`src/rtl/mbrk_pkg.sv`:
```
package mbrk_pkg;

    localparam int FSEL_W = 3;
    localparam int FCNT_W = 5;

    typedef enum logic {
        OUT_SAFE = 1'b0,
        OUT_RUN  = 1'b1
    } out_state_t;

    typedef struct packed {
        logic pin;
        logic clk_fail;
        logic cmp;
        logic sw;
    } brk_src_t;

    // Required consecutive-sample count for a filter select code.
    function automatic logic [FCNT_W-1:0] flt_len(input logic [FSEL_W-1:0] sel);
        if (sel == 3'd7)
            return 5'd16;
        return {1'b0, sel, 1'b0};
    endfunction

endpackage

```
`src/rtl/mbrk_sampler.sv`:
```
module mbrk_sampler #(
    parameter int DIV_W = 8
) (
    input  logic             clk,
    input  logic             rst,
    input  logic [DIV_W-1:0] div,
    output logic             strobe
);
    logic [DIV_W-1:0] cnt;

    assign strobe = (cnt >= div);

    always_ff @(posedge clk) begin
        if (rst)
            cnt <= '0;
        else if (strobe)
            cnt <= '0;
        else
            cnt <= cnt + 1'b1;
    end
endmodule

```
`src/rtl/mbrk_sync.sv`:
```
module mbrk_sync #(
    parameter int STAGES = 2
) (
    input  logic clk,
    input  logic rst,
    input  logic d,
    output logic q
);
    logic [STAGES-1:0] chain;

    generate
        for (genvar i = 0; i < STAGES; i++) begin : g_stage
            if (i == 0) begin : g_first
                always_ff @(posedge clk) begin
                    if (rst) chain[0] <= 1'b0;
                    else     chain[0] <= d;
                end
            end else begin : g_next
                always_ff @(posedge clk) begin
                    if (rst) chain[i] <= 1'b0;
                    else     chain[i] <= chain[i-1];
                end
            end
        end
    endgenerate

    assign q = chain[STAGES-1];
endmodule

```
`src/rtl/mbrk_filter.sv`:
```
module mbrk_filter
    import mbrk_pkg::*;
(
    input  logic              clk,
    input  logic              rst,
    input  logic              strobe,
    input  logic              lvl,
    input  logic [FSEL_W-1:0] sel,
    output logic              filt
);
    logic [FCNT_W-1:0] cnt;
    logic [FCNT_W-1:0] need;
    logic              held;
    logic              bypass;

    assign need   = flt_len(sel);
    assign bypass = (sel == '0);

    always_ff @(posedge clk) begin
        if (rst) begin
            held <= 1'b0;
            cnt  <= '0;
        end else if (bypass) begin
            held <= lvl;
            cnt  <= '0;
        end else if (strobe) begin
            if (lvl == held) begin
                cnt <= '0;
            end else if (cnt + 1'b1 == need) begin
                held <= lvl;
                cnt  <= '0;
            end else begin
                cnt <= cnt + 1'b1;
            end
        end
    end

    assign filt = bypass ? lvl : held;
endmodule

```
`src/rtl/mbrk_ctl.sv`:
```
module mbrk_ctl
    import mbrk_pkg::*;
#(
    parameter int NCH = 4
) (
    input  logic           clk,
    input  logic           rst,
    input  logic           evt,
    input  logic           moe_set,
    input  logic           flag_clr,
    input  logic           irq_en,
    input  logic [NCH-1:0] idle_lvl,
    input  logic [NCH-1:0] pwm_in,
    output logic [NCH-1:0] pwm_out,
    output logic           flag,
    output logic           irq,
    output logic           run
);
    out_state_t st;
    logic       pass;

    always_ff @(posedge clk) begin
        if (rst)
            st <= OUT_SAFE;
        else if (evt)
            st <= OUT_SAFE;
        else if (moe_set)
            st <= OUT_RUN;
    end

    always_ff @(posedge clk) begin
        if (rst)
            flag <= 1'b0;
        else if (evt)
            flag <= 1'b1;
        else if (flag_clr)
            flag <= 1'b0;
    end

    assign pass = (st == OUT_RUN) && !evt;
    assign run  = (st == OUT_RUN);
    assign irq  = flag & irq_en;

    generate
        for (genvar i = 0; i < NCH; i++) begin : g_ch
            assign pwm_out[i] = pass ? pwm_in[i] : idle_lvl[i];
        end
    endgenerate
endmodule

```
`src/rtl/mbrk_top.sv`:
```
module mbrk_top
    import mbrk_pkg::*;
#(
    parameter int NCH         = 4,
    parameter int DIV_W       = 8,
    parameter int SYNC_STAGES = 2
) (
    input  logic              clk,
    input  logic              rst,
    input  logic              brk_pin,
    input  logic              clk_fail,
    input  logic              cmp_trip,
    input  logic              sw_brk,
    input  logic              brk_en,
    input  logic              brk_pol,
    input  logic [FSEL_W-1:0] flt_sel,
    input  logic [DIV_W-1:0]  samp_div,
    input  logic              irq_en,
    input  logic              moe_set,
    input  logic              flag_clr,
    input  logic [NCH-1:0]    idle_lvl,
    input  logic [NCH-1:0]    pwm_in,
    output logic [NCH-1:0]    pwm_out,
    output logic              brk_flag,
    output logic              brk_irq,
    output logic              moe
);
    logic     strobe;
    logic     pin_s;
    logic     pin_act;
    brk_src_t src;
    logic     evt;

    mbrk_sampler #(.DIV_W(DIV_W)) u_samp (
        .clk    (clk),
        .rst    (rst),
        .div    (samp_div),
        .strobe (strobe)
    );

    mbrk_sync #(.STAGES(SYNC_STAGES)) u_sync (
        .clk (clk),
        .rst (rst),
        .d   (brk_pin),
        .q   (pin_s)
    );

    mbrk_filter u_filt (
        .clk    (clk),
        .rst    (rst),
        .strobe (strobe),
        .lvl    (pin_s ^ brk_pol),
        .sel    (flt_sel),
        .filt   (pin_act)
    );

    always_comb begin
        src.pin      = brk_en & pin_act;
        src.clk_fail = brk_en & clk_fail;
        src.cmp      = brk_en & cmp_trip;
        src.sw       = sw_brk;
    end

    assign evt = |src;

    mbrk_ctl #(.NCH(NCH)) u_ctl (
        .clk      (clk),
        .rst      (rst),
        .evt      (evt),
        .moe_set  (moe_set),
        .flag_clr (flag_clr),
        .irq_en   (irq_en),
        .idle_lvl (idle_lvl),
        .pwm_in   (pwm_in),
        .pwm_out  (pwm_out),
        .flag     (brk_flag),
        .irq      (brk_irq),
        .run      (moe)
    );
endmodule


```
`config.mk`:
```
export PLATFORM = sky130hd
export DESIGN_NAME = mbrk_top
export DESIGN_NICKNAME = d
export VERILOG_FILES = /design/src/rtl/mbrk_pkg.sv /design/src/rtl/mbrk_sampler.sv /design/src/rtl/mbrk_sync.sv /design/src/rtl/mbrk_filter.sv /design/src/rtl/mbrk_ctl.sv /design/src/rtl/mbrk_top.sv
export SDC_FILE = /design/constraint.sdc
export NUM_CORES = 1
export LEC_CHECK = 0
export CAP_MARGIN = 10
export CORE_ASPECT_RATIO = 0.6
export CORE_MARGIN = 8
export CORE_UTILIZATION = 45
export DETAILED_ROUTE_END_ITERATION = 10
export MAX_ROUTING_LAYER = met4
export PLACE_DENSITY_LB_ADDON = 0.05
export REMOVE_ABC_BUFFERS = 1
export SKIP_LAST_GASP = 1
export SLEW_MARGIN = 20
export SYNTH_ARGS = -nofsm -noshare
export SYNTH_HDL_FRONTEND = slang
export SYNTH_SLANG_ARGS = --single-unit
```
`constraint.sdc`:
```
create_clock -name clk -period 2.37 [get_ports clk]
set_input_delay 0.474 -clock clk [delete_from_list [all_inputs] [get_ports clk]]
set_output_delay 0.474 -clock clk [all_outputs]
set_load 0.01 [all_outputs]
```
Word level (Yosys, flattened, before mapping)

Cells that the tools add are included.

Multiplexer cells: 16
Reduce and logical (&&, ||, !) cells: 11
Magnitude comparators: 1
Equal/unequal tests: 4
Bitwise gates (word level): 5
$add $sub $neg: 2

Operators with widths:

| kind                                                  | count |
|---|---|
| two-way mux 5 bit                                     | 4 |
| two-way mux 1 bit                                     | 12 |
| adder 8 x 1 -> 8 bit, second input constant           | 1 |
| greater-or-equal comparator 8 bit                     | 1 |
| nonzero test 2 bit                                    | 3 |
| adder 5 x 1 -> 5 bit, second input constant           | 1 |
| == test 5 bit                                         | 1 |
| OR reduction 5 bit                                    | 1 |
| AND 1 bit                                             | 4 |
| OR reduction 2 bit                                    | 2 |
| OR reduction 4 bit                                    | 1 |
| == test 3 bit, second input constant                  | 1 |
| logical NOT 3 bit                                     | 1 |
| AND reduction 3 bit                                   | 1 |
| inequality test 2 x 1 -> 1 bit, second input constant | 1 |
| == test 1 bit                                         | 1 |
| logical AND 1 bit                                     | 1 |
| logical NOT 1 bit                                     | 1 |
| XOR 1 bit                                             | 1 |

Logic and storage cells: 46
Register bits: 18
Bits of input ports: 30

Longest topological paths before layout

Gate-level depths: netlist of run 1.

Depth after elaboration: 8
Gate-level depth with buffers: 8
Mapped depth without buffers: 8

Modules after synthesis

From an unflattened synthesis of run 1, not the netlist that was laid out.

Cells, all modules: 139
Area, all modules: 1226.2 um^2

By module, submodules not included:

| module       | instances | cells an instance | area an instance (um^2) |
|---|---|---|---|
| mbrk_sampler | 1         | 59                | 529.3 |
| mbrk_filter  | 1         | 59                | 478.0 |
| mbrk_ctl     | 1         | 13                | 143.9 |
| mbrk_sync    | 1         | 4                 | 52.6 |
| mbrk_top     | 1         | 4                 | 22.5 |

Least setup slack after synthesis of run 1

Ideal clock, no wire load.

Path kind: input port to output port
Start point: in flt_sel[0]
End point: out pwm_out[0]
Required time: 1.896 ns
Path buffers: 0
Stages: 6
Arrival: 1.740 ns
Setup slack: 0.156 ns
Cell sequence: nor3_2 -> mux2i_1 -> nand2_1 -> a21oi_1 -> and2_1 -> mux2_1

Longest elaborated chain between the ends: 7

RTL lines:

| element            | RTL line          | text |
|---|---|---|
| from (decl)        | mbrk_top.sv:16    | `input logic [FSEL_W-1:0] flt_sel,` |
| logical NOT 3 bit  | mbrk_filter.sv:17 | `assign bypass = (sel == '0);` |
| two-way mux 1 bit  | mbrk_filter.sv:38 | `assign filt = bypass ? lvl : held;` |
| AND 1 bit          | mbrk_top.sv:58    | `src.pin = brk_en & pin_act;` |
| OR reduction 4 bit | mbrk_top.sv:64    | `assign evt = \|src;` |
| logical NOT 1 bit  | mbrk_ctl.sv:40    | `assign pass = (st == OUT_RUN) && !evt;` |
| logical AND 1 bit  | mbrk_ctl.sv:40    |  |
| two-way mux 1 bit  | mbrk_ctl.sv:46    | `assign pwm_out[i] = pass ? pwm_in[i] : idle_lvl[i];` |
| to (decl)          | mbrk_top.sv:23    | `output logic [NCH-1:0] pwm_out,` |

Every way passes these cells.

Worst setup path after layout of run 1

Ends and elaborated chain as after synthesis.

==> results of run 1 <==
kinds of logic after synthesis:
logic type / count (synthesis)
buffers and inverters: 11
multiplexers: 8
XOR/XNOR: 13
adder cells (fa/ha/maj): 10
AO/OA/AOI/OAI: 19
flip-flops: 18
AND/OR/NAND/NOR: 47
what timing repair did:
action,CTS,global route
setup buffers,10,1
endpoints found under the setup margin,7,6
resized for setup,42,9
pin swaps,5,5
worst paths after layout:
kind / cells after the start / end / slack, ns / from
max: 8 / pwm_out[0] / 0.03 / flt_sel[0]
min: 1 / u_sync.q / 0.46 / u_sync.chain[0]
max reg2reg: 7 / u_filt.cnt[1] / 0.29 / u_filt.cnt[0]
min reg2reg: 1 / u_sync.q / 0.46 / u_sync.chain[0]
state kept, by name, indices dropped and copies added (netlist names):
name and cells:
u_ctl.flag 1, u_ctl.run 1, u_filt.cnt 5, u_filt.held 1
u_samp.cnt 8, u_sync.chain 1, u_sync.q 1
where the power goes:
part	internal, mW	switching, mW	total [mW]	leakage [nW]
combinational	0.110	0.0637	0.174	0.638
clock	0.148	0.101	0.249	0.0288
sequential	0.312	0.0101	0.322	0.147
total	0.569	0.175	0.744	0.813
synthesized netlist by cell type (4+ instances only):
master     n
a21oi_1    5
dfxtp_1   18
ha_1      10
inv_1     10
mux2_1     4
mux2i_1    4
nand2b_1   4
nand3_1    8
nor2_1    14
xnor2_1    4
xor2_1     8
cell type report:
cell class,instances,area (sq um)
Multi-Input combinational cell,97,792
Fill cell,174,681
Timing Repair Buffer,55,504
Sequential cell,18,360
Clock buffer,4,55.1
Tap cell,32,40.0
Inverter,10,37.5
stage by stage:
stage | utilization [%] | instance area, sq um | cells | setup WS (ns)
floorplan | - | 1150 | 125 | 0.156
global placement | 65.2 | 1610 | 201 | -0.789
detailed placement | 65.2 | 1610 | 201 | -0.886
CTS | 71.5 | 1770 | 215 | 0.000980
global route | 72.4 | 1790 | 216 | -0.0769
finish | 72.4 | 1790 | 216 | 0.0265
worst max-delay path, stage by stage:
cell	delay [ns]
buf_8	0.10
nor3_4	0.19
mux2i_1	0.21
nand2_1	0.08
a21oi_2	0.17
and2_4	0.21
mux2_4	0.31
buf_6	0.13
routing by layer:
layer / GRT usage [%] / wire (microns) / vias up
met5: - / 0 / -
met4: 1.52 / 0 / 0
met3: 5.65 / 275 / 0
met2: 21.5 / 1310 / 35
met1: 18.9 / 1490 / 493
li1: - / - / 558
==> reports/metrics.yaml, run 1 <==
setup_path:
  critPathCaptureType: "output pin"
  cp-start-kind: "primary input"
  critical_path_arrival_ns: 1.87
  worstPathMaxFanout: 4
  crit_type: "primary input to output pin"
  worst_ep_required_time_ns: 1.90
logic_synthesis:
  avgSynthCellArea_sq_um: 9.17
  synth_ff_type: "dfxtp_1"
  synth_top_family_by_area: "simple AND/OR/NAND/NOR gates"
  synthAdderAreaFrac_pct: 10.8
  synth_area_sq_um: 1150
  synth-simple-area-share_pct: 23.6
  async_reset_ff_share_pct: 0
  synth-edff-count: 0
  synth_xor_area_share_pct: 10.5
  yosys.area.top_type_share_pct: 31.2
  ys_seq_area_share_pct: 31.2
  synth-seq-cells: 18
  yosys-top-cells-area: "dfxtp_1 (31%), ha_1 (11%), xor2_1 (6.1%)"
  muxShareOfSynthArea_pct: 7.37
  yosysWarnings: 0
  yosys.cell_types.count: 38
  synthCells: 126
  synth_compound_area_share_pct: 12.9
  yosys.area.top_type: "dfxtp_1"
timing:
  worst_slew_pin_slew_ns: 0.426
  finalClockSkew_ns: 0.00136
  setup_violations: 0
  max_freq_mhz: 427
  fin_setup_tns_ns: 0
  finalCritPeriodShare_pct: 98.9
  rsz0062_at_grt: "yes"
  holdWs_ns: 0.456
  finalHoldViolations: 0
  min_period_ns: 2.34
  timing.slew.headroom_pct: 71.4
  maxSlewViolCount: 0
layout:
  nets: 225
  final_common_cell: "clkdlybuf4s50_1"
  mostFrequentLayoutCells: "clkdlybuf4s50_1 (28), buf_4 (19), dfxtp_1 (18)"
  layout-drive-gt1-share_pct: 26.1
  area_growth_syn_to_layout_pct: 54.9
  n_antenna_cell: 0
placement:
  gp_congestion: 0.804
  dp_hpwl_microns: 2390
  io_buffers: 36
floorplanning:
  rows: 14
  num_io_pins: 37
  initial_utilization_pct: 46.8
  die_area_sq_um: 4500
  fp.dieW_microns: 81.4
  die_y_microns: 55.2
  core_region_area_sq_um: 2470
global_routing:
  grt_pass1_vias: 1119
  grt_pass1_wl_microns: 5180
  antenna_found_initial: 0
  grt_max_degree: 11
  grt_usage_pct: 14.6
  grt_overflow_total: 0
cts:
  cts_tree: "done"
  cts_hold_buf: 0
  clk_pin_slew_ns: 0.07
  htreeDepth: 1
  numCtsBuffers: 3
  clk_path_buf_depth: 2
  root_buffer: "clkbuf_8"
  cts.sinks: 18
  clk_latency_ns: 0.25
routing:
  antenna_left: 0
  wl_per_cell_microns: 14.3
  vias: 1086
  drt_iter0_markers: 38
  via_per_inst: 5.03
  drc: 0
  drt_pass1_iterations: 4
  routed_wl_microns: 3080
run:
  maxCapViolCount: 0
hold_path:
  hold_class: "register to register"
power:
  p_leak_nw: 0.813
  p_per_area_nw_per_um2: 416
  vdd_drop_max_uv: 343
  power_mw: 0.744
status:
  status: "finished clean"
Power figures use the tool's default switching activity.
==> run 2, diff against run 1 <==
Settings changed: CORE_ASPECT_RATIO 0.6 to 1.5, GPL_TIMING_DRIVEN set to 0, SLEW_MARGIN 20 to 25.
==> run 2 against run 1 <==
Against the previous run:
- the flow now finishes with violations (setup timing)
- core utilization shrank 4.5 points
- flip-flop and latch count is the same
- first-iteration DRC count shrank 47%
- largest cell class unchanged
- register-to-register slack gained 0.05 ns
- critical path depth is the same
- combinational power shrank 12%
- cell count shrank 10%
- sequential share of layout area grew 1.5 points
- non-clock buffer count shrank 14
- critical endpoint unchanged
- worst setup slack lost 0.029 ns
- global-route usage shrank 1.6 points
- wire length shrank 13%
==> reports/metrics.yaml, run 2 (same netlist as run 1, synthesis figures left out) <==
cts:
  numCtsBuffers: 3  # unchanged
  root_buffer: "clkbuf_4"  # was clkbuf_8
  htreeDepth: 1  # unchanged
  cts.sinks: 18  # unchanged
  clk_latency_ns: 0.29  # was 0.25 ns
  clk_pin_slew_ns: 0.09  # was 0.07 ns
  clk_path_buf_depth: 2  # unchanged
  cts_tree: "done"  # unchanged
  cts_hold_buf: 0  # unchanged
timing:
  worst_slew_pin_slew_ns: 0.366  # was 0.426 ns
  rsz0062_at_grt: "yes"  # unchanged
  finalHoldViolations: 0  # unchanged
  setup_violations: 3  # was 0
  fin_setup_tns_ns: -0.00373  # was 0 ns
  finalClockSkew_ns: 0.00890  # was 0.00136 ns
  setup_ws_ns: -0.00259  # was 0.0265 ns
  maxSlewViolCount: 0  # unchanged
  finalCritPeriodShare_pct: 100  # was 98.9%
  max_freq_mhz: 421  # was 427 MHz
  min_period_ns: 2.37  # was 2.34 ns
  holdWs_ns: 0.451  # was 0.456 ns
  timing.slew.headroom_pct: 75.4  # was 71.4%
power:
  p_leak_nw: 0.737  # was 0.813 nW
  p_per_area_nw_per_um2: 397  # was 416 nW/um^2
  vdd_drop_max_uv: 404  # was 343 uV
floorplanning:
  die_y_microns: 78.0  # was 55.2 microns
  rows: 22  # was 14
  core_region_area_sq_um: 2450  # was 2470 sq um
  fp.dieW_microns: 57.4  # was 81.4 microns
  num_io_pins: 37  # unchanged
  initial_utilization_pct: 47.1  # was 46.8%
  die_area_sq_um: 4480  # was 4500 sq um
layout:
  nets: 211  # was 225
  area_growth_syn_to_layout_pct: 44.1  # was 54.9%
  top_register: "u_samp.cnt"  # unchanged
  layout-drive-gt1-share_pct: 18.2  # was 26.1%
  ff_latch_area_sq_um: 360  # unchanged
  largest_reg_flops: 8  # unchanged
  reg_top3: "u_samp.cnt (8), u_filt.cnt (5)"  # unchanged
  multi_input_area_sq_um: 788  # was 792 sq um
  fillers: 216  # was 174
  final_common_cell: "clkdlybuf4s50_1"  # unchanged
  n_antenna_cell: 0  # unchanged
  fin_area_sq_um: 1660  # was 1790 sq um
  mostFrequentLayoutCells: "clkdlybuf4s50_1 (28), dfxtp_1 (18), nor2_1 (14)"  # was clkdlybuf4s50_1 (28), buf_4 (19), dfxtp_1 (18)
routing:
  routed_wl_microns: 2670  # was 3080 microns
  antenna_left: 0  # unchanged
  drt_pass1_iterations: 4  # unchanged
  drc: 0  # unchanged
  drt_iter0_markers: 20  # was 38
  via_per_inst: 5.37  # was 5.03
  vias: 1041  # was 1,086
  wl_per_cell_microns: 13.8  # was 14.3 microns
placement:
  dp_hpwl_microns: 2160  # was 2390 microns
  dpl_cell_area_sq_um: 1540  # was 1610 sq um
  io_buffers: 36  # unchanged
  gp_congestion: 0.778  # was 0.804
status:
  status: "finished with violations"  # was finished clean
  violations: "setup timing"
global_routing:
  grt_pass1_wl_microns: 4690  # was 5180 microns
  grt_pass1_vias: 1107  # was 1,119
  grt_usage_pct: 13.0  # was 14.6%
  grt_overflow_total: 0  # unchanged
  antenna_found_initial: 0  # unchanged
  grt_max_degree: 11  # unchanged
setup_path:
  cp-start-kind: "primary input"  # unchanged
  crit_type: "primary input to output pin"  # unchanged
  critPathCaptureType: "output pin"  # unchanged
  critical_path_arrival_ns: 1.90  # was 1.87 ns
  worstPathMaxFanout: 4  # unchanged
  worst_ep_required_time_ns: 1.90  # about the same
hold_path:
  hold_class: "register to register"  # unchanged
run:
  maxCapViolCount: 0  # unchanged
## run 2: stage by stage
step                power (mW)  worst slack (ns)  cells  utilization, %
detailed placement       0.465             -1.09    185            62.9
floorplan                0.384             0.156    125               -
CTS                      0.665           0.00399    192            66.9
finish                   0.661          -0.00259    194            67.9
global placement         0.461             -1.06    185            62.9
global route             0.700           -0.0755    194            67.9
## run 2: final cells by class
class                      instances  area share (%)
clock buffer                       4            2.18
inverter                          10            2.26
multi-input combinational         97            47.4
sequential                        18            21.7
tap                               24            1.80
timing repair buffer              41            24.7
## run 2: worst max-delay path, cell delays in order
cell and delay (ns):
buf_12 0.10, nor3_4 0.21, mux2i_1 0.23, nand2_1 0.09
a21oi_2 0.16, and2_4 0.20, mux2_4 0.31, buf_6 0.12
## run 2: per-layer routing
layer | global-route usage, % | share of wire (%)
met5 | - | 0
met4 | 3.78 | 0.64
met3 | 2.94 | 4.0
met2 | 25.8 | 57
met1 | 11.5 | 38
## run 2: final timing paths
check | from | end | slack, ns | cells after the start
min | u_sync.chain[0] | u_sync.q | 0.45 | 1
min reg2reg | u_sync.chain[0] | u_sync.q | 0.45 | 1
max | flt_sel[2] | pwm_out[0] | -0.003 | 8
max reg2reg | u_filt.cnt[0] | u_filt.cnt[4] | 0.34 | 7
## run 2: where the power goes
group / switching, mW / internal [mW]
clock: 0.0931 / 0.0935
combinational: 0.0565 / 0.0962
sequential: 0.00952 / 0.312
## run 2: timing repair
action / 4_1_cts / 5_1_grt
gates resized for setup: 49 / 4
endpoints found under the setup margin: 4 / 4
hold endpoints to repair: 0 / 0
setup buffers: 3 / 2
pin swaps: 5 / 4
